$ cat src/rtl/bbk_pkg.sv
package bbk_pkg;

   typedef enum logic [1:0] {
      HS_FREE = 2'd0,
      HS_HELD = 2'd1,
      HS_STEP = 2'd2
   } hold_state_e;

endpackage

$ cat src/rtl/bbk_edge.sv
module bbk_edge #(
   parameter int N = 1
) (
   input  logic         clk,
   input  logic         rst_n,
   input  logic [N-1:0] lvl_i,
   output logic [N-1:0] rise_o
);

   if (N < 1) begin : g_bad_n
      $error("bbk_edge: N must be at least 1");
   end

   logic [N-1:0] lvl_q;

   always_ff @(posedge clk or negedge rst_n) begin
      if (!rst_n) lvl_q <= '0;
      else        lvl_q <= lvl_i;
   end

   for (genvar g = 0; g < N; g++) begin : g_bit
      assign rise_o[g] = lvl_i[g] & ~lvl_q[g];
   end

endmodule

$ cat src/rtl/bbk_capture.sv
module bbk_capture #(
   parameter int ADDR_W = 16
) (
   input  logic              clk,
   input  logic              rst_n,
   input  logic              ev_i,
   input  logic [ADDR_W-1:0] addr_i,
   input  logic              memr_i,
   output logic [ADDR_W-1:0] cap_addr_o,
   output logic              cap_memr_o,
   output logic              cap_v_o
);

   always_ff @(posedge clk or negedge rst_n) begin
      if (!rst_n) begin
         cap_addr_o <= '0;
         cap_memr_o <= 1'b0;
         cap_v_o    <= 1'b0;
      end else begin
         cap_v_o <= ev_i;
         if (ev_i) begin
            cap_addr_o <= addr_i;
            cap_memr_o <= memr_i;
         end
      end
   end

   // without a marked cycle the captured address must not move
   assert_addr_holds_R1: assert property (@(posedge clk) disable iff (!rst_n)
      !ev_i |=> $stable(cap_addr_o));

endmodule

$ cat src/rtl/bbk_match.sv
module bbk_match #(
   parameter int ADDR_W    = 16,
   parameter int MATCH_REG = 0
) (
   input  logic              clk,
   input  logic              rst_n,
   input  logic              cap_v_i,
   input  logic [ADDR_W-1:0] cap_addr_i,
   input  logic              cap_memr_i,
   input  logic [ADDR_W-1:0] brk_addr_i,
   input  logic              memr_only_i,
   output logic              hit_v_o,
   output logic              hit_brk_o,
   output logic [ADDR_W-1:0] hit_addr_o
);

   if (MATCH_REG != 0 && MATCH_REG != 1) begin : g_bad_reg
      $error("bbk_match: MATCH_REG must be 0 or 1");
   end

   logic addr_eq;
   logic type_ok;
   logic brk_now;

   assign addr_eq = (cap_addr_i == brk_addr_i);
   assign type_ok = !memr_only_i || cap_memr_i;
   assign brk_now = addr_eq && type_ok;

   if (MATCH_REG == 1) begin : g_reg
      always_ff @(posedge clk or negedge rst_n) begin
         if (!rst_n) begin
            hit_v_o    <= 1'b0;
            hit_brk_o  <= 1'b0;
            hit_addr_o <= '0;
         end else begin
            hit_v_o    <= cap_v_i;
            hit_brk_o  <= brk_now;
            hit_addr_o <= cap_addr_i;
         end
      end
   end else begin : g_comb
      assign hit_v_o    = cap_v_i;
      assign hit_brk_o  = brk_now;
      assign hit_addr_o = cap_addr_i;
   end

endmodule

$ cat src/rtl/bbk_stall.sv
module bbk_stall
   import bbk_pkg::*;
#(
   parameter int ADDR_W = 16
) (
   input  logic              clk,
   input  logic              rst_n,
   input  logic              en_i,
   input  logic              run_i,
   input  logic              step_i,
   input  logic              hit_v_i,
   input  logic              hit_brk_i,
   input  logic [ADDR_W-1:0] hit_addr_i,
   input  logic [ADDR_W-1:0] cap_addr_i,
   output logic              held_o
);

   hold_state_e       state_q, state_d;
   logic              skip_q, skip_d;
   logic [ADDR_W-1:0] skip_addr_q, skip_addr_d;
   logic              suppress;

   assign suppress = skip_q && (hit_addr_i == skip_addr_q);

   always_comb begin
      state_d = state_q;
      if (!en_i)
         state_d = HS_FREE;
      else if (run_i)
         state_d = HS_FREE;
      else if (step_i)
         state_d = HS_STEP;
      else if (hit_v_i && (state_q == HS_STEP ||
               (state_q == HS_FREE && hit_brk_i && !suppress)))
         state_d = HS_HELD;
   end

   always_comb begin
      skip_d      = skip_q;
      skip_addr_d = skip_addr_q;
      if (run_i) begin
         skip_d      = 1'b1;
         skip_addr_d = cap_addr_i;
      end else if (hit_v_i && hit_addr_i != skip_addr_q) begin
         skip_d = 1'b0;
      end
   end

   always_ff @(posedge clk or negedge rst_n) begin
      if (!rst_n) begin
         state_q     <= HS_FREE;
         skip_q      <= 1'b0;
         skip_addr_q <= '0;
      end else begin
         state_q     <= state_d;
         skip_q      <= skip_d;
         skip_addr_q <= skip_addr_d;
      end
   end

   assign held_o = (state_q == HS_HELD) && en_i;

   assert_off_frees_R4: assert property (@(posedge clk) disable iff (!rst_n)
      !en_i |=> !held_o);

   assert_step_release_R5: assert property (@(posedge clk) disable iff (!rst_n)
      (state_q == HS_HELD && en_i && step_i && !run_i) |=> (state_q == HS_STEP));

   assert_hit_stalls_R2: assert property (@(posedge clk) disable iff (!rst_n)
      (en_i && !run_i && !step_i && state_q == HS_FREE && hit_v_i && hit_brk_i &&
       !(skip_q && hit_addr_i == skip_addr_q)) |=> (state_q == HS_HELD));

   assert_repeat_ignored_R6: assert property (@(posedge clk) disable iff (!rst_n)
      (en_i && !run_i && !step_i && state_q == HS_FREE && hit_v_i && skip_q &&
       hit_addr_i == skip_addr_q) |=> (state_q == HS_FREE));

   assert_run_wins_R7: assert property (@(posedge clk) disable iff (!rst_n)
      (run_i && step_i) |=> (state_q == HS_FREE));

endmodule

$ cat src/rtl/bbk_display.sv
module bbk_display #(
   parameter int DATA_W = 8
) (
   input  logic              clk,
   input  logic              rst_n,
   input  logic              dbin_i,
   input  logic [DATA_W-1:0] data_i,
   output logic [DATA_W-1:0] disp_o
);

   logic [DATA_W-1:0] hold_q;

   always_ff @(posedge clk or negedge rst_n) begin
      if (!rst_n)      hold_q <= '0;
      else if (dbin_i) hold_q <= data_i;
   end

   assign disp_o = dbin_i ? data_i : hold_q;

   assert_display_hold_R8: assert property (@(posedge clk) disable iff (!rst_n)
      $fell(dbin_i) |-> (disp_o == $past(data_i)));

endmodule

$ cat src/rtl/bus_break_ctl.sv
module bus_break_ctl #(
   parameter int ADDR_W    = 16,
   parameter int DATA_W    = 8,
   parameter int MATCH_REG = 0
) (
   input  logic              clk,
   input  logic              rst_n,
   input  logic [ADDR_W-1:0] bus_addr_i,
   input  logic [DATA_W-1:0] bus_data_i,
   input  logic              stb_i,
   input  logic              sync_i,
   input  logic              dbin_i,
   input  logic              memr_i,
   input  logic [ADDR_W-1:0] brk_addr_i,
   input  logic              brk_drive_en_i,
   input  logic              memr_only_i,
   input  logic              step_req_i,
   input  logic              run_req_i,
   output logic              rdy_o,
   output logic              held_o,
   output logic [ADDR_W-1:0] disp_addr_o,
   output logic [DATA_W-1:0] disp_data_o
);

   if (ADDR_W < 4 || ADDR_W > 64) begin : g_bad_aw
      $error("bus_break_ctl: ADDR_W out of range");
   end
   if (DATA_W < 1 || DATA_W > 64) begin : g_bad_dw
      $error("bus_break_ctl: DATA_W out of range");
   end

   logic [0:0]        stb_rise;
   logic              cyc_ev;
   logic              cap_v, cap_memr;
   logic [ADDR_W-1:0] cap_addr;
   logic              hit_v, hit_brk;
   logic [ADDR_W-1:0] hit_addr;
   logic              held;

   bbk_edge #(.N(1)) u_edge (
      .clk    (clk),
      .rst_n  (rst_n),
      .lvl_i  (stb_i),
      .rise_o (stb_rise)
   );

   assign cyc_ev = stb_rise[0] && sync_i;

   bbk_capture #(.ADDR_W(ADDR_W)) u_cap (
      .clk        (clk),
      .rst_n      (rst_n),
      .ev_i       (cyc_ev),
      .addr_i     (bus_addr_i),
      .memr_i     (memr_i),
      .cap_addr_o (cap_addr),
      .cap_memr_o (cap_memr),
      .cap_v_o    (cap_v)
   );

   bbk_match #(.ADDR_W(ADDR_W), .MATCH_REG(MATCH_REG)) u_match (
      .clk         (clk),
      .rst_n       (rst_n),
      .cap_v_i     (cap_v),
      .cap_addr_i  (cap_addr),
      .cap_memr_i  (cap_memr),
      .brk_addr_i  (brk_addr_i),
      .memr_only_i (memr_only_i),
      .hit_v_o     (hit_v),
      .hit_brk_o   (hit_brk),
      .hit_addr_o  (hit_addr)
   );

   bbk_stall #(.ADDR_W(ADDR_W)) u_stall (
      .clk        (clk),
      .rst_n      (rst_n),
      .en_i       (brk_drive_en_i),
      .run_i      (run_req_i),
      .step_i     (step_req_i),
      .hit_v_i    (hit_v),
      .hit_brk_i  (hit_brk),
      .hit_addr_i (hit_addr),
      .cap_addr_i (cap_addr),
      .held_o     (held)
   );

   bbk_display #(.DATA_W(DATA_W)) u_disp (
      .clk    (clk),
      .rst_n  (rst_n),
      .dbin_i (dbin_i),
      .data_i (bus_data_i),
      .disp_o (disp_data_o)
   );

   assign held_o      = held;
   assign rdy_o       = ~held;
   assign disp_addr_o = cap_addr;

   // a lone strobe (sync low) never marks a cycle
   assert_lone_strobe_R1: assert property (@(posedge clk) disable iff (!rst_n)
      (!sync_i) |=> !cap_v);

endmodule

$ cat config.mk
export PLATFORM = sky130hd
export DESIGN_NAME = bus_break_ctl
export DESIGN_NICKNAME = d
export VERILOG_FILES = /design/src/rtl/bbk_pkg.sv /design/src/rtl/bbk_edge.sv /design/src/rtl/bbk_capture.sv /design/src/rtl/bbk_match.sv /design/src/rtl/bbk_stall.sv /design/src/rtl/bbk_display.sv /design/src/rtl/bus_break_ctl.sv
export SDC_FILE = /design/constraint.sdc
export NUM_CORES = 1
export LEC_CHECK = 0
export ABC_AREA = 1
export BUFFER_PORTS_ARGS = -buffer_cell sky130_fd_sc_hd__clkbuf_2
export CORE_ASPECT_RATIO = 1.5
export CORE_MARGIN = 2
export CORE_UTILIZATION = 52
export CTS_BUF_LIST = sky130_fd_sc_hd__clkbuf_4 sky130_fd_sc_hd__clkbuf_8
export CTS_CLUSTER_DIAMETER = 40
export DETAILED_ROUTE_END_ITERATION = 12
export GPL_ROUTABILITY_DRIVEN = 0
export PLACE_DENSITY = 0.82
export SYNTH_ARGS = -nofsm -noshare
export SYNTH_HDL_FRONTEND = slang
export SYNTH_SLANG_ARGS = --single-unit
export TNS_END_PERCENT = 5
$ cat constraint.sdc
create_clock -name clk -period 1.5 [get_ports clk]
set_clock_uncertainty 0.1 [all_clocks]
set_input_delay 0.3 -clock clk [delete_from_list [all_inputs] [get_ports clk]]
set_output_delay 0.3 -clock clk [all_outputs]
set_load 0.02 [all_outputs]
==> impl_metrics.env, run 1 <==
export IMPL_final_util_pct=69.2
export IMPL_timing_fmax_mhz=666
export IMPL_clkPwrFrac_pct=31.5
export IMPL_p_per_area_nw_per_um2=1230
export IMPL_synth_area_um2=2250
export IMPL_die_h_um=84.5
export IMPL_swShare_pct=30.8
export IMPL_ctsRootBufferMaster="clkbuf_8"
export IMPL_status="finished, violations left"
export IMPL_timing_rr_end="u_stall.state_q[0]"
export IMPL_cts_tree="built"
export IMPL_period_minus_slack_ps=1500
export IMPL_hold_viol_final=0
export IMPL_power_w=0.00358
export IMPL_ctsLongestPathBuffers=2
export IMPL_synth_cell_types=20
export IMPL_p_leak_nw=1.60
export IMPL_avgSynthCellArea_um2=7.70
export IMPL_hold_class="in2reg"
export IMPL_dieArea_um2=4870
export IMPL_worstSetupPathType="reg2out"
export IMPL_yosysSeqAreaShare_pct=51.2
export IMPL_htreeDepth=2
export IMPL_pwr_share_comb_pct=25.0
export IMPL_nNetsFinal=427
export IMPL_first_global_vias=2103
export IMPL_p_int_w=0.00248
export IMPL_worst_pin_slew_ps=241
export IMPL_ant_nets=0
export IMPL_antenna_found_initial=0
export IMPL_antenna_cells=0
export IMPL_drive_gt1_share_pct=33.1
export IMPL_critPathArrivalTime_ps=1100
export IMPL_start_util_pct=53.4
export IMPL_fp_dieW_um=57.7
export IMPL_grt_pass1_wl_mm=8.77
export IMPL_clk_pin_slew_worst_paths_ps=80
export IMPL_p_seq_share_pct=43.5
export IMPL_setup_viol=1
export IMPL_postSynthCellCount=292
export IMPL_r2r_start="u_cap.cap_addr_o[7]"
export IMPL_fin_crit_sh_pct=100
export IMPL_critPathLaunch="u_disp.hold_q[2]"
export IMPL_yosys_register_bits=46
export IMPL_violations="setup timing"
export IMPL_maxCapViolations=0
export IMPL_design_area_um2=2910
export IMPL_synth_warnings=0
export IMPL_first_pass_iters=4
export IMPL_cts_sinks=46
export IMPL_slew_headroom_pct=83.7
export IMPL_area_growth_pct=29.7
export IMPL_final_common_cell="nand2_1"
export IMPL_final_cells=424
export IMPL_slew_viol_final=0
export IMPL_drc=0
export IMPL_reg2reg_depth=10
export IMPL_vias=2095
export IMPL_numCtsBuffers=5
export IMPL_cp_start_kind="flip-flop"
export IMPL_crit_end="disp_data_o[2]"
export IMPL_rsz0062_at_grt="yes"
export IMPL_dp_cells=410
export IMPL_ir_drop_mv=0.886
export IMPL_rows=29
export IMPL_placed_area_um2=2700
export IMPL_routedWlPerCell_um=12.3
export IMPL_first_iter_violations=102
export IMPL_worstSetupEndpointType="output port"
export IMPL_hp_start="stb_i"
export IMPL_boundaryPins=76
export IMPL_r2r_slack_ps=30
export IMPL_core_area_um2=4210
export IMPL_grt_total_usage_pct=23.2
export IMPL_grt_overflow=0
export IMPL_setup_slack_ps=-0.459
export IMPL_wirelength_mm=5.21
export IMPL_fin_tns_setup_ps=-0.459
export IMPL_p_sw_w=0.00110
export IMPL_io_buffers=75
export IMPL_critPathMaxFanout=2
export IMPL_final_cell_mix="nand2_1, clkbuf_2, dfrtp_1"
export IMPL_dpl_hpwl_mm=3.99
export IMPL_grt_max_degree=47
export IMPL_clk_latency_ps=290
export IMPL_via_per_inst=4.94
export IMPL_synth_nets=342
export IMPL_cp_required_ps=1100
==> registers in the layout (all words and copies together), names as in the netlist <==
register	count
u_cap.cap_memr_o	1
u_disp.hold_q	8
u_edge.lvl_q	1
u_stall.skip_q	1
u_cap.cap_addr_o	16
u_stall.skip_addr_q	16
u_stall.state_q	2
u_cap.cap_v_o	1
==> metal layers <==
metal / routed length (um) / GRT usage (%) / up-vias
met4: 145 / 9.73 / 0
met3: 306 / 5.08 / 14
met1: 1970 / 26.6 / 956
li1: - / - / 1060
met5: 0 / 0 / -
met2: 2790 / 40.8 / 65
==> logic make-up (layout without fill, tap and decap cells) <==
| logic type | Yosys count | after routing | synth area share (%) |
|---|---|---|---|
| and+or+nand+nor | 140 | 140 | 24.4 |
| buffers and inverters | 52 | 138 | 8.85 |
| DFF | 46 | 46 | 51.2 |
| AOI/OAI and AO/OA | 40 | 40 | 9.19 |
| muxes | 8 | 8 | 4.01 |
| xor gates and xnor gates | 6 | 6 | 2.34 |
==> layout make-up <==
type                       instances  area (um^2)
clock buffer                       6         82.6
clock inverter                     2         60.1
fill                             334         1290
inverter                          45          169
multi-input combinational        194          913
sequential                        46         1150
tap                               46         57.6
timing repair buffer              85          478
==> Yosys cell counts <==
cell	n	area (um^2)
clkbuf_1	4	15.0
o211ai_1	1	7.51
xor2_1	4	35.0
nor3_2	1	10.0
a21oi_2	1	8.76
clkinv_1	2	7.51
mux2_2	8	90.1
nand3_1	5	25.0
a21oi_1	2	10.0
o21ai_0	32	160
dfrtp_1	46	1150
buf_2	3	15.0
xnor2_1	2	17.5
nor3b_2	1	12.5
nor3_1	1	5.00
o21ai_1	4	20.0
inv_1	32	120
nand2_1	114	428
nor2_1	18	67.6
inv_2	11	41.3
==> power by group through the flow <==
stage | logic, W | clock network (W) | registers [W]
6_report | 0.000896 | 0.00113 | 0.00156
5_1_grt | 0.00101 | 0.00119 | 0.00158
4_1_cts | 0.000859 | 0.00114 | 0.00156
3_5_place_dp | 0.000834 | 0 | 0.00158
3_3_place_gp | 0.000811 | 0 | 0.00158
2_1_floorplan | 0.000451 | 0 | 0.00164
==> what timing repair did <==
item,in CTS,in global routing
endpoints found under the hold margin,46,0
gates resized for setup,4,12
setup endpoints to repair,6,10
pin swaps,0,1
setup buffers,1,4
hold buffers,1,0
==> how the worst min path moves through the flow <==
stage / endpoint / slack (ps) / cells past startpoint
CTS: u_edge.lvl_q / 20 / 1
global placement: u_edge.lvl_q / 200 / 2
detailed placement: u_cap.cap_addr_o[10] / 200 / 2
floorplan: u_cap.cap_addr_o[0] / -100 / 0
global route: u_edge.lvl_q / 20 / 1
finish: u_edge.lvl_q / 30 / 1
==> metrics by stage <==
step	hold WS (ps)	setup slack, ps
finish	25.3	-0.459
global route	22.5	-88.8
CTS	23.9	-16.0
detailed placement	202	4.13
global placement	202	40.7
floorplan	-95.6	103
==> critical path: stages, from the launching register on <==
cell      delay, ps
dfrtp_1         380
mux2_2          270
clkbuf_2        160
(Power assumes the default switching activity.)
==> run 2, diff against run 1 <==
Settings changed: CAP_MARGIN set to 20, CORE_ASPECT_RATIO 1.5 to 0.9.
==> run 2 against run 1 <==
The flow still finishes with violations (setup timing). Worst hold slack worse by 7.5 ps. Power is 8.9% lower. Routed wire length is 1.4% higher. Setup slack worse by 29 ps. Utilization is 1.1 points higher. Global-route usage is 1.0 points higher.
==> impl_metrics.env, run 2 (synthesis gave the netlist of run 1 again) <==
export IMPL_status="finished, violations left"
export IMPL_violations="setup timing"
export IMPL_dp_cells=412
export IMPL_cp_num_buf_inv=1
export IMPL_hold_viol_final=0
export IMPL_final_cell_mix="nand2_1, clkbuf_2, dfrtp_1"
export IMPL_maxCapViolations=0
export IMPL_final_util_pct=70.3
export IMPL_drc=0
export IMPL_worst_pin_slew_ps=280
export IMPL_vias=2090
export IMPL_ctsLongestPathBuffers=2
export IMPL_dpl_hpwl_mm=3.99
export IMPL_ir_drop_mv=0.726
export IMPL_worstSetupPathType="reg2out"
export IMPL_drive_gt1_share_pct=31.8
export IMPL_cts_tree="built"
export IMPL_period_minus_slack_ps=1530
export IMPL_first_iter_violations=113
export IMPL_antenna_found_initial=0
export IMPL_first_global_vias=2075
export IMPL_htreeDepth=2
export IMPL_critPathArrivalTime_ps=1130
export IMPL_rsz0062_at_grt="yes"
export IMPL_holdWs_ps=17.8
export IMPL_antenna_cells=0
export IMPL_timing_fmax_mhz=654
export IMPL_cp_start_kind="flip-flop"
export IMPL_start_util_pct=54.8
export IMPL_fin_crit_sh_pct=102
export IMPL_dieArea_um2=4860
export IMPL_clk_latency_ps=300
export IMPL_via_per_inst=4.92
export IMPL_r2r_slack_ps=40
export IMPL_nNetsFinal=426
export IMPL_hold_class="in2reg"
export IMPL_grt_overflow=0
export IMPL_cp_required_ps=1100
export IMPL_final_cells=425
export IMPL_boundaryPins=76
export IMPL_fp_dieW_um=73.3
export IMPL_core_area_um2=4100
export IMPL_design_area_um2=2880
export IMPL_critPathMaxFanout=2
export IMPL_setup_viol=4
export IMPL_routedWlPerCell_um=12.4
export IMPL_critical_path_top_delay_family="flip-flops"
export IMPL_largest_registers="u_cap.cap_addr_o x16, u_stall.skip_addr_q x16, u_disp.hold_q x8"
export IMPL_numCtsBuffers=5
export IMPL_io_buffers=75
export IMPL_worstSetupEndpointType="output port"
export IMPL_fill_cells=337
export IMPL_grt_max_degree=47
export IMPL_p_int_w=0.00216
export IMPL_wirelength_mm=5.29
export IMPL_first_pass_iters=4
export IMPL_p_seq_share_pct=47.8
export IMPL_pwr_share_comb_pct=27.4
export IMPL_grt_pass1_wl_mm=8.96
export IMPL_swShare_pct=33.9
export IMPL_critical_path_max_stage_delay_ps=390
export IMPL_slew_headroom_pct=81.2
export IMPL_slew_viol_final=0
export IMPL_p_sw_w=0.00111
export IMPL_grt_total_usage_pct=24.2
export IMPL_rows=22
export IMPL_setup_slack_ps=-29.8
export IMPL_final_common_cell="nand2_1"
export IMPL_cts_sinks=46
export IMPL_p_leak_nw=1.58
export IMPL_area_growth_pct=28.3
export IMPL_clkPwrFrac_pct=24.8
export IMPL_die_h_um=66.4
export IMPL_crit_path_cell_trace="mux2_4, buf_8"
export IMPL_ctsRootBufferMaster="clkbuf_8"
export IMPL_p_per_area_nw_per_um2=1130
export IMPL_ant_nets=0
export IMPL_clk_pin_slew_worst_paths_ps=90
export IMPL_placed_area_um2=2710
export IMPL_slowest_stage="dfrtp_1"
[run 2: stage by stage]
stage                     setup WS, ps  TNS, ps  power, W
final                            -29.8    -59.4   0.00326
after detailed placement          36.1        0   0.00243
after global routing              -113     -423   0.00346
after CTS                        -32.6     -103   0.00325
after global placement            80.5        0   0.00239
after floorplan                    103        0   0.00210
[run 2: worst reg2reg max path: stages (launching register included)]
cell	delay [ps]
dfrtp_1	420
buf_4	150
xor2_1	160
nor3_1	170
nand3_1	120
nand2_1	80
nand2_1	50
nand2_1	60
a21oi_2	50
[run 2: timing repair]
action / 4_1_cts / 5_1_grt
gates resized for setup: 6 / 10
hold buffers: 1 / 0
hold endpoints to repair: 46 / 0
setup buffers: 2 / 2
setup endpoints to repair: 7 / 10
pin swaps: 0 / 1
gates cloned: 0 / 0
[run 2: power by group through the flow]
stage,combinational [W],sequential (W),clock (W)
final,0.000894,0.00156,0.000810
after global routing,0.00102,0.00159,0.000851
after CTS,0.000872,0.00156,0.000818
after detailed placement,0.000846,0.00158,0
after global placement,0.000818,0.00157,0
after floorplan,0.000451,0.00164,0
[run 2: final timing paths]
kind / startpoint / to / cells after the start
max in group asynchronous: rst_n / u_cap.cap_addr_o[8] / 3
worst max register to register: u_cap.cap_addr_o[4] / u_stall.state_q[0] / 8
worst max-delay path: u_disp.hold_q[2] / disp_data_o[2] / 2
min in group asynchronous: rst_n / u_cap.cap_addr_o[10] / 3
worst min-delay path: stb_i / u_edge.lvl_q / 1
worst min register to register: u_disp.hold_q[5] / u_disp.hold_q[5] / 1
[run 2: layout make-up]
class	instances	area (um^2)	area share [%]
flip-flops and latches	46	1150	40.0
multi-input cells	194	912	31.6
repair buffers	84	493	17.1
inverters	45	169	5.86
clock buffers	7	90.1	3.13
well taps	48	60.1	2.08
clock inverters	1	5.00	0.174
[run 2: metal layers]
metal / global-route usage, % / part of all wire, % / vias to the layer above
met4: 8.18 / 2.0 / 0
met1: 30.0 / 43 / 956
li1: - / - / 1059
met5: 0 / 0 / -
met3: 4.57 / 5.4 / 12
met2: 42.5 / 50 / 63
